[src/rtl/fbg_pkg.sv]
package fbg_pkg;
    localparam int unsigned DEF_INT_W  = 16;
    localparam int unsigned DEF_FRAC_W = 6;
    localparam int unsigned DEF_OVS    = 16;

    // sequencing controls shared by every counter stage
    typedef struct packed {
        logic run;      // counting allowed
        logic restart;  // divisor reload: clear and start afresh
    } fbg_ctl_t;
endpackage

[src/rtl/fbg_div_regs.sv]
module fbg_div_regs
    import fbg_pkg::*;
#(
    parameter int unsigned INT_W  = DEF_INT_W,
    parameter int unsigned FRAC_W = DEF_FRAC_W
) (
    input  logic              clk,
    input  logic              rst_n,
    input  logic              int_we,
    input  logic [INT_W-1:0]  int_wdata,
    input  logic              frac_we,
    input  logic [FRAC_W-1:0] frac_wdata,
    input  logic              commit,
    output logic [INT_W-1:0]  act_int,
    output logic [FRAC_W-1:0] act_frac
);
    localparam logic [INT_W-1:0] INT_ONE = INT_W'(1);

    typedef struct packed {
        logic [INT_W-1:0]  stg_int;
        logic [FRAC_W-1:0] stg_frac;
        logic [INT_W-1:0]  run_int;
        logic [FRAC_W-1:0] run_frac;
    } div_regs_t;

    div_regs_t r_d, r_q;
    logic      stg_zero;

    always_comb begin
        r_d      = r_q;
        stg_zero = (r_q.stg_int == '0);
        if (int_we) begin
            r_d.stg_int = int_wdata;
        end
        if (frac_we) begin
            r_d.stg_frac = frac_wdata;
        end
        if (commit) begin
            // a zero whole part is illegal: fall back to the fastest legal rate
            r_d.run_int  = stg_zero ? INT_ONE : r_q.stg_int;
            r_d.run_frac = stg_zero ? '0 : r_q.stg_frac;
        end
    end

    always_ff @(posedge clk or negedge rst_n) begin
        if (!rst_n) begin
            r_q <= '{stg_int: INT_ONE, stg_frac: '0, run_int: INT_ONE, run_frac: '0};
        end else begin
            r_q <= r_d;
        end
    end

    assign act_int  = r_q.run_int;
    assign act_frac = r_q.run_frac;
endmodule

[src/rtl/fbg_frac_accum.sv]
module fbg_frac_accum
    import fbg_pkg::*;
#(
    parameter int unsigned FRAC_W = DEF_FRAC_W
) (
    input  logic              clk,
    input  logic              rst_n,
    input  fbg_ctl_t          ctl,
    input  logic              advance,
    input  logic [FRAC_W-1:0] frac,
    output logic              carry
);
    localparam int unsigned SUM_W = FRAC_W + 1;

    typedef struct packed {
        logic [FRAC_W-1:0] phase;
    } acc_t;

    acc_t             a_d, a_q;
    logic [SUM_W-1:0] sum;

    always_comb begin
        a_d   = a_q;
        sum   = {1'b0, a_q.phase} + {1'b0, frac};
        // the wrap of the phase lengthens the current period by one cycle
        carry = sum[FRAC_W];
        if (!ctl.run || ctl.restart) begin
            a_d.phase = '0;
        end else if (advance) begin
            a_d.phase = sum[FRAC_W-1:0];
        end
    end

    always_ff @(posedge clk or negedge rst_n) begin
        if (!rst_n) begin
            a_q <= '0;
        end else begin
            a_q <= a_d;
        end
    end
endmodule

[src/rtl/fbg_tick_counter.sv]
module fbg_tick_counter
    import fbg_pkg::*;
#(
    parameter int unsigned INT_W = DEF_INT_W
) (
    input  logic             clk,
    input  logic             rst_n,
    input  fbg_ctl_t         ctl,
    input  logic [INT_W-1:0] div_int,
    input  logic             carry,
    output logic             period_end,
    output logic             tick_o
);
    // one spare bit: a period can last the whole part plus one
    localparam int unsigned CNT_W = INT_W + 1;

    typedef struct packed {
        logic [CNT_W-1:0] cnt;
        logic             tick;
    } cnt_t;

    cnt_t             c_d, c_q;
    logic [CNT_W-1:0] last;

    always_comb begin
        c_d        = c_q;
        last       = {1'b0, div_int} + CNT_W'(carry) - CNT_W'(1);
        period_end = (c_q.cnt == last);
        if (!ctl.run || ctl.restart) begin
            c_d.cnt  = '0;
            c_d.tick = 1'b0;
        end else begin
            c_d.cnt  = period_end ? '0 : c_q.cnt + CNT_W'(1);
            c_d.tick = period_end;
        end
    end

    always_ff @(posedge clk or negedge rst_n) begin
        if (!rst_n) begin
            c_q <= '0;
        end else begin
            c_q <= c_d;
        end
    end

    assign tick_o = c_q.tick;
endmodule

[src/rtl/fbg_bit_counter.sv]
module fbg_bit_counter
    import fbg_pkg::*;
#(
    parameter int unsigned OVS = DEF_OVS
) (
    input  logic     clk,
    input  logic     rst_n,
    input  fbg_ctl_t ctl,
    input  logic     tick_ev,
    output logic     bit_tick_o
);
    localparam int unsigned SUB_W    = (OVS > 2) ? $clog2(OVS) : 1;
    localparam bit          IS_POW2  = (OVS == (1 << SUB_W));
    localparam logic [SUB_W-1:0] SUB_LAST = SUB_W'(OVS - 1);

    typedef struct packed {
        logic [SUB_W-1:0] sub;
        logic             bit_tick;
    } sub_t;

    sub_t             s_d, s_q;
    logic             is_last;
    logic [SUB_W-1:0] sub_inc;

    assign is_last = (s_q.sub == SUB_LAST);

    generate
        if (IS_POW2) begin : g_wrap_free
            assign sub_inc = s_q.sub + SUB_W'(1);
        end else begin : g_wrap_cmp
            assign sub_inc = is_last ? '0 : s_q.sub + SUB_W'(1);
        end
    endgenerate

    always_comb begin
        s_d = s_q;
        if (!ctl.run || ctl.restart) begin
            s_d.sub      = '0;
            s_d.bit_tick = 1'b0;
        end else begin
            s_d.bit_tick = tick_ev && is_last;
            if (tick_ev) begin
                s_d.sub = sub_inc;
            end
        end
    end

    always_ff @(posedge clk or negedge rst_n) begin
        if (!rst_n) begin
            s_q <= '0;
        end else begin
            s_q <= s_d;
        end
    end

    assign bit_tick_o = s_q.bit_tick;
endmodule

[src/rtl/frac_baud_gen.sv]
module frac_baud_gen
    import fbg_pkg::*;
#(
    parameter int unsigned INT_W  = DEF_INT_W,
    parameter int unsigned FRAC_W = DEF_FRAC_W,
    parameter int unsigned OVS    = DEF_OVS
) (
    input  logic              clk,
    input  logic              rst_n,
    input  logic              en_i,
    input  logic              div_int_we_i,
    input  logic [INT_W-1:0]  div_int_wdata_i,
    input  logic              div_frac_we_i,
    input  logic [FRAC_W-1:0] div_frac_wdata_i,
    input  logic              line_update_i,
    output logic              tick16_o,
    output logic              bit_tick_o
);
    fbg_ctl_t          ctl;
    logic [INT_W-1:0]  div_int_act;
    logic [FRAC_W-1:0] div_frac_act;
    logic              frac_carry;
    logic              period_end;

    always_comb begin
        ctl = '{run: en_i, restart: line_update_i};
    end

    fbg_div_regs #(.INT_W(INT_W), .FRAC_W(FRAC_W)) u_div_regs (
        .clk        (clk),
        .rst_n      (rst_n),
        .int_we     (div_int_we_i),
        .int_wdata  (div_int_wdata_i),
        .frac_we    (div_frac_we_i),
        .frac_wdata (div_frac_wdata_i),
        .commit     (line_update_i),
        .act_int    (div_int_act),
        .act_frac   (div_frac_act)
    );

    fbg_frac_accum #(.FRAC_W(FRAC_W)) u_frac_accum (
        .clk     (clk),
        .rst_n   (rst_n),
        .ctl     (ctl),
        .advance (period_end),
        .frac    (div_frac_act),
        .carry   (frac_carry)
    );

    fbg_tick_counter #(.INT_W(INT_W)) u_tick_counter (
        .clk        (clk),
        .rst_n      (rst_n),
        .ctl        (ctl),
        .div_int    (div_int_act),
        .carry      (frac_carry),
        .period_end (period_end),
        .tick_o     (tick16_o)
    );

    fbg_bit_counter #(.OVS(OVS)) u_bit_counter (
        .clk        (clk),
        .rst_n      (rst_n),
        .ctl        (ctl),
        .tick_ev    (period_end),
        .bit_tick_o (bit_tick_o)
    );
endmodule

[config.mk]
export PLATFORM = sky130hd
export DESIGN_NAME = frac_baud_gen
export DESIGN_NICKNAME = d
export VERILOG_FILES = /design/src/rtl/fbg_pkg.sv /design/src/rtl/fbg_div_regs.sv /design/src/rtl/fbg_frac_accum.sv /design/src/rtl/fbg_tick_counter.sv /design/src/rtl/fbg_bit_counter.sv /design/src/rtl/frac_baud_gen.sv
export SDC_FILE = /design/constraint.sdc
export NUM_CORES = 1
export LEC_CHECK = 0
export BUFFER_PORTS_ARGS = -buffer_cell sky130_fd_sc_hd__buf_2
export CORE_ASPECT_RATIO = 2
export CORE_MARGIN = 2
export CORE_UTILIZATION = 32
export DETAILED_ROUTE_END_ITERATION = 10
export GPL_TIMING_DRIVEN = 0
export HOLD_SLACK_MARGIN = 0.05
export PLACE_DENSITY = 0.55
export RECOVER_POWER = 100
export SYNTH_ARGS = -nofsm -noshare
export SYNTH_HDL_FRONTEND = slang
export SYNTH_SLANG_ARGS = --single-unit
[constraint.sdc]
create_clock -name clk -period 3.74 [get_ports clk]
set_input_delay 0 -clock clk [delete_from_list [all_inputs] [get_ports clk]]
set_output_delay 0 -clock clk [all_outputs]
set_load 0.1 [all_outputs]
==> results.py, run 1 <==
metrics = {
    "outcome": {
        "status": "finished, violations left",
        "violations": "negative setup slack",
    },
    "final_layout": {
        "fill_cells": 1172,
        "final_common_cell": "dfrtp_1",
        "diodes": 0,
        "final_cell_area_um2": 5120,
        "fin_util": 0.422,
        "final_cells": 595,
        "areaGrowthSynthToFinish_pct": 29.5,
        "final_cell_mix": "dfrtp_1, mux2_2, xnor2_1",
        "final_layout_size_suffix_gt1_frac": 0.313,
        "num-nets-final": 482,
    },
    "power_and_ir_drop": {
        "powerDensity_nw_per_um2": 399,
        "p_leak_nw": 2.10,
        "peakVddDrop_uv": 300,
    },
    "synthesis": {
        "ys_seq_area_frac": 0.463,
        "synth-seq-cells": 73,
        "syn_inst": 365,
        "synth_ff_type": "dfrtp_1",
        "synth_edf_count": 0,
        "avgSynthCellArea_um2": 10.8,
        "syn_nets": 404,
        "yosysUniqueCellTypes": 60,
        "netlist_area_um2": 3950,
        "yosysWarnings": 0,
        "synthArstFlopShare": 1.00,
    },
    "placement": {
        "globalplace.congestion": 0.844,
        "dp_cells": 540,
        "place_area_um2": 4350,
        "numPortBuffers": 27,
        "dp_slack_ns": -0.514,
        "dpl.hpwl_um": 6490,
    },
    "sta": {
        "finClkSkew_ns": 0.00827,
        "hold_violations": 0,
        "post-route-period-util": 1.11,
        "finalCriticalPeriod_ns": 4.14,
        "hold-worst-slack_ns": 0.0666,
        "fmax_mhz": 242,
        "fin_ws_ns": -0.399,
        "rsz0062_at_grt": "true",
        "setup_viol": 28,
        "report.final.slew_viol_count": 0,
        "tightest_slew_ns": 1.26,
        "slew_headroom": 0.163,
    },
    "global_route": {
        "antenna_found_initial": 0,
        "grt_use_total": 0.145,
        "grt_pass1_vias": 3109,
        "grt_max_degree": 52,
        "overflow": 0,
        "grt_pass1_wl_um": 14800,
    },
    "worst_setup_path": {
        "arrival_ns": 4.36,
        "crit_type": "flip-flop to flip-flop",
        "crit_path_max_fanout": 7,
        "critPathRequiredTime_ns": 3.96,
        "startpoint_type": "flip-flop",
        "cp-end-kind": "flip-flop",
    },
    "min_path": {
        "worstHoldPathType": "primary input to flip-flop",
    },
    "clock_tree": {
        "clock_sinks": 73,
        "htree_levels": 3,
        "ctsRootBufferMaster": "clkbuf_16",
        "clk_pin_slew_ns": 0.06,
        "insertion_delay_ns": 0.33,
        "cts_buffers": 9,
        "cts_buffer_depth": 2,
        "cts_tree": "done",
    },
    "detailed_routing": {
        "drtAntennaViolNets": 0,
        "firstDrtPassIters": 4,
        "wl_um": 9020,
        "routedWlPerCell_um": 15.2,
        "first_iter_violations": 155,
        "via_per_inst": 4.96,
        "drc_errors": 0,
        "vias": 2949,
    },
    "run": {
        "drv_cap": 0,
    },
    "die": {
        "fp-row-count": 57,
        "die_w_um": 82.6,
        "die_area_um2": 13300,
        "core_um2": 12100,
        "die_h_um": 161,
        "io_pins": 30,
        "initial_core_util": 0.326,
    },
}
routing by layer:
| metal | track usage | up-vias | part of all wire |
|---|---|---|---|
| met5 | 0 | - | 0 |
| met4 | 0.0626 | 0 | 0.025 |
| met3 | 0.0229 | 13 | 0.019 |
| met2 | 0.276 | 35 | 0.58 |
| met1 | 0.148 | 1449 | 0.37 |
| li1 | - | 1452 | - |
worst paths after layout:
check                                     from                      to  slack, ns  cells past startpoint
setup / recovery           u_frac_accum.a_q[0]  u_tick_counter.c_q[15]      -0.40                     19
hold / removal                   line_update_i   u_div_regs.act_int[0]       0.07                      3
setup reg to reg           u_frac_accum.a_q[0]  u_tick_counter.c_q[15]      -0.40                     19
hold reg to reg             u_div_regs.r_q[24]  u_div_regs.act_frac[2]       0.48                      1
max in group asynchronous                rst_n     u_frac_accum.a_q[1]       1.41                      3
min in group asynchronous                rst_n  u_div_regs.act_int[15]       0.45                      2
kinds of logic (layout without fill, tap and decap cells):
logic type | after synthesis | after routing | synth area share
AO/OA/AOI/OAI | 45 | 45 | 0.0823
flip-flops | 73 | 73 | 0.463
multiplexers | 42 | 42 | 0.117
AND/OR/NAND/NOR | 119 | 119 | 0.168
adder cells (fa/ha/maj) | 11 | 11 | 0.0367
buffers and inverters | 31 | 114 | 0.0355
XOR/XNOR | 44 | 44 | 0.0975
stage by stage:
| stage | total power [mW] | TNS (ns) |
|---|---|---|
| after detailed placement | 1.21 | -12.21 |
| final | 2.04 | -9.02 |
| after CTS | 2.06 | -7.73 |
| after floorplan | 1.12 | -0.968 |
| after global routing | 2.14 | -13.51 |
| after global placement | 1.20 | -10.75 |
cells in the mapped netlist (all sizes together), types with 4 or more instances:
cell type / instances / share of area
dfrtp: 71 / 0.45
nor2: 37 / 0.035
mux2: 33 / 0.094
xnor2: 27 / 0.060
nand2: 19 / 0.018
xor2: 17 / 0.038
clkbuf: 13 / 0.012
inv: 11 / 0.010
ha: 10 / 0.032
o21ai: 10 / 0.013
mux2i: 9 / 0.023
nand3: 9 / 0.013
nor4: 9 / 0.018
a21oi: 8 / 0.010
buf: 6 / 0.012
nand4: 6 / 0.013
a22o: 5 / 0.011
nor3: 5 / 0.0063
and3: 4 / 0.0063
or3: 4 / 0.0076
critical path: stages, from the launching register on:
cell	delay [ns]
dfrtp_1	0.38
ha_2	0.20
inv_2	0.06
fa_2	0.20
inv_2	0.04
a21oi_2	0.10
o21bai_1	0.09
a21o_1	0.20
a21oi_2	0.18
ha_4	0.17
ha_4	0.13
or4b_4	0.51
or4b_4	0.56
nand3_2	0.10
o211ai_1	0.15
nor4_4	0.33
buf_6	0.17
nand2b_4	0.21
clkbuf_16	0.19
nor2_2	0.04
report_power, final:
group / total (mW) / switching [mW] / leakage, nW / internal (mW)
Clock: 0.802 / 0.334 / 0.135 / 0.468
Combinational: 0.342 / 0.173 / 1.05 / 0.169
Sequential: 0.897 / 0.0485 / 0.921 / 0.849
Total: 2.04 / 0.556 / 2.10 / 1.49
area by class of cell:
type	count	area [um2]	share of cell area
Multi-Input combinational cell	261	2150	0.420
Sequential cell	73	1830	0.357
Timing Repair Buffer	69	542	0.106
Clock buffer	10	239	0.0467
Tap cell	147	184	0.0359
Buffer	17	86.3	0.0169
Inverter	12	45.0	0.00880
Clock inverter	6	42.5	0.00831
state kept, by name (all words and copies together), names as in the netlist:
signal	flops
u_tick_counter.c_q	17
u_bit_counter.bit_tick_o	1
u_div_regs.r_q	22
u_tick_counter.tick_o	1
u_div_regs.act_int	16
u_bit_counter.s_q	4
u_div_regs.act_frac	6
u_frac_accum.a_q	6
timing repair:
action	in CTS	in global routing
buffers inserted	13	3
endpoints found under the hold margin	93	0
endpoints found under the setup margin	29	29
cloned	1	1
pin swaps	6	19
hold buffers	23	0
gates resized for setup	8	35
No activity file was read; power rests on OpenSTA's default activity.
==> run 2, diff against run 1 <==
CORE_MARGIN = default   (was 2)
CORE_UTILIZATION = 53   (was 32)
PLACE_DENSITY = 0.77   (was 0.55)
clock period = 4.4 ns   (was 3.74 ns; I/O delays follow)
==> run 2 against run 1 <==
The run ends with max-capacitance violations, max-slew violations left. Register-to-register slack better by 0.60 ns. Worst hold slack worse by 0.0051 ns. Sequential share of layout area up 2.2 points. Global-route usage up 9.9 points. Final area down 5.9%. Flip-flop and latch count unchanged. Count of clock-buffer cells in the layout up 2. Final cell count down 12%. Power down 10%. Highest routed layer unchanged.
==> results.py, run 2 (synthesis results as in run 1) <==
metrics = {
    "power_and_ir_drop": {
        "peakVddDrop_uv": 364,
        "p_total_mw": 1.83,
        "p_leak_nw": 2.03,
        "powerDensity_nw_per_um2": 380,
    },
    "die": {
        "core_um2": 7210,
        "initial_core_util": 0.548,
        "io_pins": 30,
        "die_w_um": 63.1,
        "die_h_um": 124,
        "fp-row-count": 44,
        "die_area_um2": 7830,
    },
    "final_layout": {
        "final_layout_size_suffix_gt1_frac": 0.229,
        "final_common_cell": "dfrtp_1",
        "largest_register_ffs": 22,
        "areaGrowthSynthToFinish_pct": 21.8,
        "diodes": 0,
        "fin_util": 0.668,
        "final_cell_mix": "dfrtp_1, nor2_1, mux2_2",
        "largest-register": "u_div_regs.r_q",
        "num-nets-final": 467,
    },
    "placement": {
        "numPortBuffers": 27,
        "dpl.hpwl_um": 5930,
        "dp_slack_ns": -0.154,
        "globalplace.congestion": 0.888,
    },
    "worst_setup_path": {
        "crit_type": "flip-flop to flip-flop",
        "startpoint_type": "flip-flop",
        "cp-end-kind": "flip-flop",
        "critPathRequiredTime_ns": 4.67,
        "crit_path_max_fanout": 7,
        "arrival_ns": 4.47,
    },
    "sta": {
        "tightest_slew_ns": 1.73,
        "hold-worst-slack_ns": 0.0615,
        "final.setup.tns_ns": 0,
        "fin_ws_ns": 0.198,
        "setup_viol": 0,
        "report.final.slew_viol_count": 74,
        "hold_violations": 0,
        "finalCriticalPeriod_ns": 4.20,
        "finClkSkew_ns": 0.00386,
        "slew_headroom": -0.154,
        "fmax_mhz": 238,
        "rsz0062_at_grt": "true",
        "post-route-period-util": 0.955,
    },
    "clock_tree": {
        "ctsRootBufferMaster": "clkbuf_16",
        "insertion_delay_ns": 0.34,
        "cts_buffers": 9,
        "clock_sinks": 73,
        "cts_tree": "done",
        "htree_levels": 3,
        "cts_buffer_depth": 2,
        "clk_pin_slew_ns": 0.05,
    },
    "detailed_routing": {
        "vias": 2952,
        "drtAntennaViolNets": 0,
        "drc_errors": 0,
        "firstDrtPassIters": 4,
        "wl_um": 8520,
        "first_iter_violations": 131,
        "via_per_inst": 5.62,
        "routedWlPerCell_um": 16.2,
    },
    "outcome": {
        "status": "finished, violations left",
        "violations": "max-capacitance violations, max-slew violations",
    },
    "global_route": {
        "antenna_found_initial": 0,
        "use_met1": 0.256,
        "grtUsageMet2": 0.447,
        "grt_use_total": 0.244,
        "busiest_layer": "met2",
        "grt_pass1_vias": 3123,
        "met3_usage": 0.0540,
        "grt_pass1_wl_um": 14300,
        "grt_max_degree": 74,
        "overflow": 0,
    },
    "run": {
        "drv_cap": 1,
    },
    "min_path": {
        "worstHoldPathType": "primary input to flip-flop",
    },
}
==> run 2: final timing paths <==
check	startpoint	end	slack [ns]	cells after the start
worst max-delay path	u_div_regs.act_frac[0]	u_frac_accum.a_q[1]	0.20	19
worst min-delay path	line_update_i	u_bit_counter.s_q[4]	0.06	4
worst max register to register	u_div_regs.act_frac[0]	u_frac_accum.a_q[1]	0.20	19
worst min register to register	u_div_regs.r_q[25]	u_div_regs.act_frac[3]	0.50	1
max in group asynchronous	rst_n	u_div_regs.r_q[39]	2.73	2
min in group asynchronous	rst_n	u_div_regs.act_frac[0]	0.66	2
==> run 2: timing repair <==
action,in CTS,in global routing
resized for setup,1,11
endpoints found under the setup margin,19,26
setup buffers,1,2
endpoints found under the hold margin,93,0
pin swaps,1,3
hold buffers,23,0
==> run 2: cell type report <==
cell class                 instances  area, um2
clock inverter                     4       75.1
multi-input combinational        261       2030
tap                               92        115
sequential                        73       1830
inverter                          12       45.0
fill                             530       2400
buffer                            18       82.6
timing repair buffer              53        385
clock buffer                      12        256
==> run 2: through the flow <==
| step | instances | cell area [um2] |
|---|---|---|
| 2_1_floorplan | 365 | 3950 |
| 3_3_place_gp | 484 | 4200 |
| 3_5_place_dp | 484 | 4210 |
| 4_1_cts | 524 | 4780 |
| 5_1_grt | 525 | 4810 |
| 6_report | 525 | 4810 |
==> run 2: critical path: stages, from the launching register on <==
cell and delay [ns]:
dfrtp_1 0.39, ha_2 0.20, inv_1 0.07, fa_2 0.21, inv_1 0.04, a21oi_1 0.11
o21bai_1 0.10, a21o_1 0.21, a21oi_2 0.13, ha_2 0.22, or4b_1 0.43, buf_4 0.17
or3_4 0.38, a2111oi_4 0.38, nand3_2 0.13, nor4_4 0.39, buf_4 0.18, buf_4 0.10
mux2i_1 0.16, and2_1 0.14
==> run 2: power by group <==
| group | internal (mW) | switching (mW) |
|---|---|---|
| combinational | 0.127 | 0.138 |
| clock | 0.527 | 0.276 |
| sequential | 0.722 | 0.0424 |
==> run 2: per-layer routing <==
metal | share of wire | vias to the layer above
met3 | 0.031 | 22
met2 | 0.56 | 59
met5 | 0 | -
met4 | 0.032 | 0
met1 | 0.37 | 1451
li1 | - | 1420
